===== src/rtl/vid_rep_pkg.sv =====
`timescale 1ns/1ps
package vid_rep_pkg;
  localparam int RGB_W = 24;
  typedef logic [RGB_W-1:0] rgb_t;
endpackage


===== src/rtl/vid_hv_counter.sv =====
`timescale 1ns/1ps
module vid_hv_counter #(
  parameter int H_TOTAL = 800,
  parameter int V_TOTAL = 525,
  parameter int HW      = 10,
  parameter int VW      = 10
) (
  input  logic          clk_i,
  input  logic          rst_ni,
  output logic [HW-1:0] hcnt_o,
  output logic [VW-1:0] vcnt_o,
  output logic [HW-1:0] hnext_o,
  output logic [VW-1:0] vnext_o
);
  localparam logic [HW-1:0] H_LAST = HW'(H_TOTAL - 1);
  localparam logic [VW-1:0] V_LAST = VW'(V_TOTAL - 1);

  logic [HW-1:0] hcnt_q;
  logic [VW-1:0] vcnt_q;
  logic          h_wrap;

  assign h_wrap  = (hcnt_q == H_LAST);
  assign hnext_o = h_wrap ? '0 : hcnt_q + 1'b1;
  assign vnext_o = !h_wrap ? vcnt_q : ((vcnt_q == V_LAST) ? '0 : vcnt_q + 1'b1);

  always_ff @(posedge clk_i or negedge rst_ni) begin
    if (!rst_ni) begin
      hcnt_q <= '0;
      vcnt_q <= '0;
    end else begin
      hcnt_q <= hnext_o;
      vcnt_q <= vnext_o;
    end
  end

  assign hcnt_o = hcnt_q;
  assign vcnt_o = vcnt_q;


  hwrap_chk: assert property (@(posedge clk_i) disable iff (!rst_ni)
    hcnt_q == H_LAST |=> hcnt_q == '0);

  hstep_chk: assert property (@(posedge clk_i) disable iff (!rst_ni)
    hcnt_q != H_LAST |=> hcnt_q == $past(hcnt_q) + 1'b1);

  vhold_chk: assert property (@(posedge clk_i) disable iff (!rst_ni)
    hcnt_q != H_LAST |=> $stable(vcnt_q));
endmodule


===== src/rtl/vid_sync_decode.sv =====
`timescale 1ns/1ps
module vid_sync_decode #(
  parameter int H_ACT  = 640,
  parameter int H_FP   = 16,
  parameter int H_SYNC = 96,
  parameter int V_ACT  = 480,
  parameter int V_FP   = 10,
  parameter int V_SYNC = 2,
  parameter int HW     = 10,
  parameter int VW     = 10
) (
  input  logic          clk_i,
  input  logic          rst_ni,
  input  logic [HW-1:0] hnext_i,
  input  logic [VW-1:0] vnext_i,
  output logic          act_next_o,
  output logic          de_o,
  output logic          hsync_o,
  output logic          vsync_o
);
  localparam logic [HW-1:0] H_ACT_L = HW'(H_ACT);
  localparam logic [HW-1:0] HS_BEG  = HW'(H_ACT + H_FP);
  localparam logic [HW-1:0] HS_END  = HW'(H_ACT + H_FP + H_SYNC);
  localparam logic [VW-1:0] V_ACT_L = VW'(V_ACT);
  localparam logic [VW-1:0] VS_BEG  = VW'(V_ACT + V_FP);
  localparam logic [VW-1:0] VS_END  = VW'(V_ACT + V_FP + V_SYNC);

  logic hs_n, vs_n;

  assign act_next_o = (hnext_i < H_ACT_L) && (vnext_i < V_ACT_L);
  assign hs_n = !((hnext_i >= HS_BEG) && (hnext_i < HS_END));
  assign vs_n = !((vnext_i >= VS_BEG) && (vnext_i < VS_END));

  // decoded one step ahead so the outputs leave a register
  always_ff @(posedge clk_i or negedge rst_ni) begin
    if (!rst_ni) begin
      de_o    <= 1'b0;
      hsync_o <= 1'b1;
      vsync_o <= 1'b1;
    end else begin
      de_o    <= act_next_o;
      hsync_o <= hs_n;
      vsync_o <= vs_n;
    end
  end
endmodule


===== src/rtl/vid_pix_repeat.sv =====
`timescale 1ns/1ps
module vid_pix_repeat
  import vid_rep_pkg::*;
#(
  parameter int REP = 4,
  parameter int HW  = 10,
  parameter int VW  = 10,
  parameter int RW  = 2,
  parameter int XW  = 8
) (
  input  logic          clk_i,
  input  logic          rst_ni,
  input  logic [HW-1:0] hnext_i,
  input  logic [VW-1:0] vnext_i,
  input  logic          act_next_i,
  input  logic          line_dbl_i,
  input  rgb_t          src_rgb_i,
  output logic          src_ce_o,
  output logic [XW-1:0] src_x_o,
  output logic [VW-1:0] src_y_o,
  output rgb_t          rgb_o
);
  rgb_t hold_q, pix, rgb_q;
  logic grp_start;

  assign grp_start = (hnext_i[RW-1:0] == '0);
  assign src_ce_o  = grp_start;
  assign src_x_o   = hnext_i[HW-1:RW];
  assign src_y_o   = line_dbl_i ? {1'b0, vnext_i[VW-1:1]} : vnext_i;
  assign pix       = grp_start ? src_rgb_i : hold_q;

  always_ff @(posedge clk_i or negedge rst_ni) begin
    if (!rst_ni) begin
      hold_q <= '0;
      rgb_q  <= '0;
    end else begin
      hold_q <= pix;
      rgb_q  <= act_next_i ? pix : '0;
    end
  end

  assign rgb_o = rgb_q;


  ce_gap_chk: assert property (@(posedge clk_i) disable iff (!rst_ni)
    src_ce_o |=> !src_ce_o);
endmodule


===== src/rtl/vid_rep_timing.sv =====
`timescale 1ns/1ps
module vid_rep_timing
  import vid_rep_pkg::*;
#(
  parameter int H_ACT  = 640,
  parameter int H_FP   = 16,
  parameter int H_SYNC = 96,
  parameter int H_BP   = 48,
  parameter int V_ACT  = 480,
  parameter int V_FP   = 10,
  parameter int V_SYNC = 2,
  parameter int V_BP   = 33,
  parameter int REP    = 4,
  parameter int H_TOTAL = H_ACT + H_FP + H_SYNC + H_BP,
  parameter int V_TOTAL = V_ACT + V_FP + V_SYNC + V_BP,
  parameter int HW = $clog2(H_TOTAL),
  parameter int VW = $clog2(V_TOTAL),
  parameter int RW = $clog2(REP),
  parameter int XW = HW - RW
) (
  input  logic          clk_i,
  input  logic          rst_ni,
  input  logic          line_dbl_i,
  input  logic [23:0]   src_rgb_i,
  output logic          src_ce_o,
  output logic [XW-1:0] src_x_o,
  output logic [VW-1:0] src_y_o,
  output logic [23:0]   rgb_o,
  output logic          hsync_o,
  output logic          vsync_o,
  output logic          de_o,
  output logic [HW-1:0] hcount_o,
  output logic [VW-1:0] vcount_o
);
  logic [HW-1:0] hnext;
  logic [VW-1:0] vnext;
  logic          act_next;

  initial begin
    if ((1 << RW) != REP || REP < 2) $error("REP must be a power of two >= 2");
    if ((H_TOTAL % REP) != 0 || (H_ACT % REP) != 0) $error("line lengths must be multiples of REP");
  end

  vid_hv_counter #(
    .H_TOTAL(H_TOTAL), .V_TOTAL(V_TOTAL), .HW(HW), .VW(VW)
  ) u_cnt (
    .clk_i(clk_i), .rst_ni(rst_ni),
    .hcnt_o(hcount_o), .vcnt_o(vcount_o),
    .hnext_o(hnext), .vnext_o(vnext)
  );

  vid_sync_decode #(
    .H_ACT(H_ACT), .H_FP(H_FP), .H_SYNC(H_SYNC),
    .V_ACT(V_ACT), .V_FP(V_FP), .V_SYNC(V_SYNC), .HW(HW), .VW(VW)
  ) u_sync (
    .clk_i(clk_i), .rst_ni(rst_ni),
    .hnext_i(hnext), .vnext_i(vnext),
    .act_next_o(act_next), .de_o(de_o),
    .hsync_o(hsync_o), .vsync_o(vsync_o)
  );

  vid_pix_repeat #(
    .REP(REP), .HW(HW), .VW(VW), .RW(RW), .XW(XW)
  ) u_pix (
    .clk_i(clk_i), .rst_ni(rst_ni),
    .hnext_i(hnext), .vnext_i(vnext), .act_next_i(act_next),
    .line_dbl_i(line_dbl_i), .src_rgb_i(src_rgb_i),
    .src_ce_o(src_ce_o), .src_x_o(src_x_o), .src_y_o(src_y_o),
    .rgb_o(rgb_o)
  );


  blank_black_chk: assert property (@(posedge clk_i) disable iff (!rst_ni)
    !de_o |-> rgb_o == '0);

  rep_hold_chk: assert property (@(posedge clk_i) disable iff (!rst_ni)
    de_o && $past(de_o) && (hcount_o[RW-1:0] != '0) |-> $stable(rgb_o));

  vs_edge_chk: assert property (@(posedge clk_i) disable iff (!rst_ni)
    !$stable(vsync_o) |-> hcount_o == '0);

  ce_phase_chk: assert property (@(posedge clk_i) disable iff (!rst_ni)
    src_ce_o |=> hcount_o[RW-1:0] == '0);
endmodule


===== config.mk =====
export PLATFORM = sky130hd
export DESIGN_NAME = vid_rep_timing
export DESIGN_NICKNAME = d
export VERILOG_FILES = /design/src/rtl/vid_rep_pkg.sv /design/src/rtl/vid_hv_counter.sv /design/src/rtl/vid_sync_decode.sv /design/src/rtl/vid_pix_repeat.sv /design/src/rtl/vid_rep_timing.sv
export SDC_FILE = /design/constraint.sdc
export NUM_CORES = 1
export LEC_CHECK = 0
export ABC_AREA = 0
export BUFFER_PORTS_ARGS = -buffer_cell sky130_fd_sc_hd__buf_2
export CORE_ASPECT_RATIO = 1.75
export CORE_MARGIN = 2
export CORE_UTILIZATION = 52
export CTS_CLUSTER_DIAMETER = 150
export DETAILED_ROUTE_END_ITERATION = 16
export GPL_TIMING_DRIVEN = 0
export PLACE_DENSITY = 0.79
export RECOVER_POWER = 25
export SYNTH_ARGS = -nofsm -noshare
export SYNTH_HDL_FRONTEND = slang
export SYNTH_SLANG_ARGS = --single-unit

===== constraint.sdc =====
create_clock -name clk_i -period 2.45 [get_ports clk_i]
set_input_delay 0.3675 -clock clk_i [delete_from_list [all_inputs] [get_ports clk_i]]
set_output_delay 0.3675 -clock clk_i [all_outputs]
set_load 0.02 [all_outputs]

Word-level counts from Yosys, hierarchy flattened
Index checks and enable logic that the tools add are counted.
{"block": "op_classes", "addsub": 2, "reduce_logical": 6, "magnitude_cmp": 6, "n_eq_ne": 2, "muxes": 6}
{"cell": "$mux 24", "count": 2}
{"cell": "$mux 10", "count": 4}
{"cell": "$add 10x1->10 const B", "count": 2}
{"cell": "$eq 10x10->1 const B", "count": 2}
{"cell": "$lt 10x10->1 const B", "count": 2}
{"cell": "$lt 10x9->1 const B", "count": 2}
{"cell": "$ge 10x10->1 const B", "count": 1}
{"cell": "$ge 10x9->1 const B", "count": 1}
{"cell": "$logic_and 1x1->1", "count": 3}
{"cell": "$logic_not 1->1", "count": 2}
{"cell": "$logic_not 2->1", "count": 1}
{"block": "totals", "register_bits": 71, "in_bits": 27, "wordCells": 29, "output_inout_bits": 66}

Logic depth before layout (Yosys ltp)
{"block": "depth", "ltp_word": 6, "depth_mapped": 8, "ltp_nobuf": 7}

By module
From an unflattened synthesis, not the netlist that was laid out.
{"block": "hier_totals", "cells_unflattened": 278, "hier_area_um2": 3313.2}
{"module": "vid_pix_repeat", "area_each_um2": 2164.6, "seq_area_each_um2": 1201.2, "n_inst": 1, "cells_per_inst": 174}
{"module": "vid_hv_counter", "area_each_um2": 1012.2, "seq_area_each_um2": 500.5, "n_inst": 1, "cells_per_inst": 92}
{"module": "vid_sync_decode", "area_each_um2": 136.4, "seq_area_each_um2": 77.6, "n_inst": 1, "cells_per_inst": 12}

Least setup slack after synthesis
OpenSTA, ideal clock, no wires.
{"block": "synth_path", "path_type": "register to output", "from": "reg u_cnt.hcnt_q[0] (netlist: u_cnt.hcnt_o[0])", "to": "out src_y_o[8]", "n_path_buf": 1, "stages_incl_launch_ff": 8, "slack_ns": -0.330, "required_time_ns": 2.082, "arrival_time_ns": 2.412, "cell_sequence": "dfrtp_1 > ha_1 > and4_1 > nand3_1 > buf_2 > or4_1 > o21a_1 > mux2i_1"}
{"block": "synth_between", "elab_chain_len": 3}
{"item": "start: declaration", "line_no": "vid_hv_counter.sv:18", "source": "logic [HW-1:0] hcnt_q;"}
{"item": "start signal: assignment", "line_no": "vid_hv_counter.sv:31", "source": "hcnt_q <= hnext_o;"}
{"item": "$eq 10x10->1", "line_no": "vid_hv_counter.sv:22", "source": "assign h_wrap = (hcnt_q == H_LAST);"}
{"item": "$mux 10", "line_no": "vid_hv_counter.sv:24", "source": "assign vnext_o = !h_wrap ? vcnt_q : ((vcnt_q == V_LAST) ? '0 : vcnt_q + 1'b1);"}
{"item": "$mux 10", "line_no": "vid_pix_repeat.sv:29", "source": "assign src_y_o = line_dbl_i ? {1'b0, vnext_i[VW-1:1]} : vnext_i;"}
{"item": "end: declaration", "line_no": "vid_rep_timing.sv:27", "source": "output logic [VW-1:0] src_y_o,"}
No other way between the ends.

Worst setup path in the final report
{"block": "layout_path", "from": "reg u_cnt.hcnt_q[7] (netlist: u_cnt.hcnt_o[7])", "to": "out src_y_o[7]"}
The elaborated chain is that of the path after synthesis.

==> summary.md <==
| Metric | Value |
|---|---|
| Top_reg_cell synth | `dfrtp_1` |
| Worst reg2reg setup slack | `0.08 ns` |
| Startpoint Class | `register` |
| Pins Over Slew Limit | `72` |
| Comb power frac | `5.7%` |
| Vias | `3148` |
| Arrival @ worst endpoint | `2.28 ns` |
| Min-delay src | `src_rgb_i[7]` |
| Hold slack | `0.281 ns` |
| Grt met1 use | `29.2%` |
| Number of synthesized register bits | `71` |
| Hold EP | `u_pix.hold_q[7]$_DFF_PN0_` |
| Initial antenna violation count | `0` |
| Max incr delay on CP | `0.43 ns` |
| Crit path kind | `register to output pin` |
| Non-Filler Instances | `552` |
| Global route overflow | `0` |
| Dpl ws | `-0.215 ns` |
| CTS Buffer Depth | `2` |
| Drt total wl | `9.66 mm` |
| Number of buffers added on ports | `92` |
| CTS Sinks | `71` |
| TNS Setup | `-1.37 ns` |
| Proportion of layout cells with a drive suffix above 1 | `57.5%` |
| Clk root buf | `clkbuf_16` |
| Psw | `0.608 mW` |
| Synth top area share | `47.5%` |
| FF-to-FF End | `u_pix.rgb_o[6]$_DFF_PN0_` |
| Clock skew | `0.00576 ns` |
| Die ar. | `0.00770 mm2` |
| Sequential Power Share | `45.3%` |
| Max Clk Rate | `0.378 GHz` |
| Row count | `40` |
| Seq. cell area | `0.00180 mm2` |
| Met3 Resource Use GR | `5.80%` |
| Final core area utilization | `74.3%` |
| Die W | `67.2 um` |
| Number of global-route vias before repair | `3114` |
| TritonRoute pass-1 iters | `4` |
| Die H | `115 um` |
| Failing checks | `max-capacitance violations, max-slew violations, negative setup slack` |
| Yosys cell types | `55` |
| Initial drt markers | `332` |
| Core Region | `0.00681 mm2` |
| Cts hold-fix bufs | `0` |
| Most frequent cell after synthesis | `dfrtp_1` |
| PD cells | `534 mW/mm2` |
| Status | `complete, but fails checks` |
| Synth async-reset ratio | `100%` |
| Placer Congestion | `0.884` |
| Clock latency on the worst-skew pair | `0.34 ns` |
| Top-level I/O count | `93` |
| Synth area leader | `dfrtp_1` |
| Register area share after synthesis | `48.9%` |
| Post-Synthesis Cells | `327` |
| Via/cell ratio | `5.70` |
| Antenna cells | `0` |
| GR peak layer | `met2` |
| Fin crit share | `108%` |
| Leak Pwr | `2.31 nW` |
| Number of nets in the layout | `493` |
| CTS Buf Count | `9` |
| Initial core utilization | `53.4%` |
| Max_slew headroom | `-17.5%` |
| Slew @ Worst Pin | `1.76 ns` |
| Final ANT Viol Nets | `0` |
| CP max FO | `7` |
| Reg-to-Reg Start | `u_cnt.hcnt_o[7]$_DFF_PN0_` |
| Post-Syn Area | `0.00364 mm2` |
| Pint | `2.09 mW` |
| Crit-path cells | `nor4b_4, and3_4, buf_8, buf_8, nand4_1, xor2_2, mux2i_2, buf_4` |
| WHS Path Cells | `2` |
| Clock share of power | `49.0%` |
| Placed cells | `503` |
| Most frequent CP cell | `buf_8` |
| Max-cap violations | `1` |
| Worst R2R Path Depth | `8` |
| WL/cell | `17.5 um` |
| Gr usage total | `26.1%` |
| DP HPWL | `6.01 mm` |
| Multi-input combinational cell area | `0.00177 mm2` |
| Clock Pin Slew Worst Setup and Hold Paths | `0.06 ns` |
| Hold Fails Final Rpt | `0` |
| Max IR drop VDD | `0.000562 V` |
| Ranking of synthesized cells by area | `dfrtp_1, mux2_2, o2111ai_1` |
| CP required | `2.08 ns` |
| Fillers | `486` |
| EDFF count, synth | `0` |
| Final WS setup | `-0.199 ns` |
| Switching Share | `22.5%` |
| Syn_nets | `357` |
| P&R area growth vs syn | `39.0%` |
| Post-synth top cells | `dfrtp_1, mux2_2, a21oi_1, o2111ai_1, o21ai_0` |
| Minimum clock period after layout | `2.65 ns` |
| RSZ-0062 raised after global routing | `yes` |
| Largest net degree at the start of global routing | `72` |
| GR Util met2 | `46.9%` |
| CTS tree | `done` |
| DRC viols | `0` |
| Hold Crit Class | `input port to register` |
| Worst path slowest cell | `dfrtp_2` |
| Avg Inst Size Synth | `11.1 um2` |
| Final setup fails | `11` |
| Critical Path Sink Type | `output pin` |
| Yosys warns | `0` |
| Global-route wire length before repair | `15.1 mm` |
| H-tree levels | `3` |
## routing by layer
layer / vias up / wire (um)
met4: 0 / 285
met1: 1542 / 3710
met3: 23 / 447
li1: 1484 / -
met2: 99 / 5220
met5: - / 0
## state kept, by name (all words and copies together) (netlist names)
signal and count:
u_cnt.hcnt_o 10, u_cnt.vcnt_o 10, u_sync.vsync_o 1, u_pix.rgb_o 24, u_pix.hold_q 24, u_sync.hsync_o 1
u_sync.de_o 1
## worst max-delay path, delay by kind of cell (launching register included)
kind                   cells  cell delay (ns)
buffers and inverters      3             0.41
multiplexers               1             0.11
flip-flops                 1             0.43
AND/OR/NAND/NOR            3             0.73
XOR/XNOR                   1             0.25
## worst max-delay path by stage
stage / slack (ns) / cells after the start / to / startpoint
floorplan: 0.001 / 7 / src_y_o[8] / u_cnt.hcnt_o[7]$_DFF_PN0_
global route: -0.29 / 7 / src_y_o[7] / u_cnt.hcnt_o[7]$_DFF_PN0_
CTS: -0.19 / 8 / src_y_o[7] / u_cnt.hcnt_o[5]$_DFF_PN0_
finish: -0.20 / 8 / src_y_o[7] / u_cnt.hcnt_o[7]$_DFF_PN0_
global placement: -0.19 / 8 / src_y_o[8] / u_cnt.hcnt_o[7]$_DFF_PN0_
detailed placement: -0.22 / 8 / src_y_o[8] / u_cnt.hcnt_o[7]$_DFF_PN0_
## final cells by class
cell class	instances	area share, %
plain buffers	30	4.53
clock buffers	11	4.80
clock inverters	5	1.14
inverters	12	0.891
multi-input cells	208	35.1
flip-flops and latches	71	35.5
well taps	84	2.08
repair buffers	131	16.0
## layout by cell type (no fill, tap or decap), types with 3 or more instances in the layout
master / n
o21ai_0: 7
clkbuf_1: 3
nand4_1: 5
nand3_2: 4
clkbuf_16: 9
a211oi_1: 3
nand3_1: 8
buf_2: 88
nand2_1: 12
xnor2_1: 4
and3_1: 6
nor2_1: 5
a21oi_1: 22
o2111ai_1: 24
o21ai_1: 7
a21oi_2: 12
buf_6: 12
mux2i_2: 4
and2_1: 3
dfrtp_2: 13
dfrtp_1: 56
xor2_2: 3
inv_1: 10
buf_4: 54
mux2_2: 27
## metrics by stage
step / instance area [um2] / power [mW]
floorplan: 3690 / 1.32
global placement: 4250 / 1.39
detailed placement: 4260 / 1.40
CTS: 4950 / 2.71
global route: 5050 / 2.78
finish: 5050 / 2.70
## power groups by stage
| stage | Sequential (mW) | Clock [mW] | Combinational [mW] |
|---|---|---|---|
| 2_1_floorplan | 1.27 | 0 | 0.0522 |
| 3_3_place_gp | 1.24 | 0 | 0.152 |
| 3_5_place_dp | 1.24 | 0 | 0.156 |
| 4_1_cts | 1.22 | 1.33 | 0.157 |
| 5_1_grt | 1.23 | 1.38 | 0.170 |
| 6_report | 1.22 | 1.32 | 0.154 |
## cell families (layout without fill, tap and decap cells)
| logic type | Yosys count | count (layout) | synth area share [%] |
|---|---|---|---|
| AO/OA/AOI/OAI | 94 | 94 | 19.2 |
| buffers and inverters | 48 | 189 | 7.19 |
| XOR/XNOR | 9 | 9 | 2.17 |
| flip-flops | 71 | 71 | 48.9 |
| adder cells (fa/ha/maj) | 3 | 3 | 1.03 |
| multiplexers | 33 | 33 | 10.0 |
| AND/OR/NAND/NOR | 69 | 69 | 11.4 |
## repair_timing
| action | 4_1_cts | 5_1_grt |
|---|---|---|
| resized for setup | 73 | 15 |
| buffers inserted | 27 | 12 |
| cloned | 0 | 0 |
| endpoints found under the setup margin | 20 | 31 |
| pin swaps | 11 | 4 |
(Power assumes the default switching activity.)
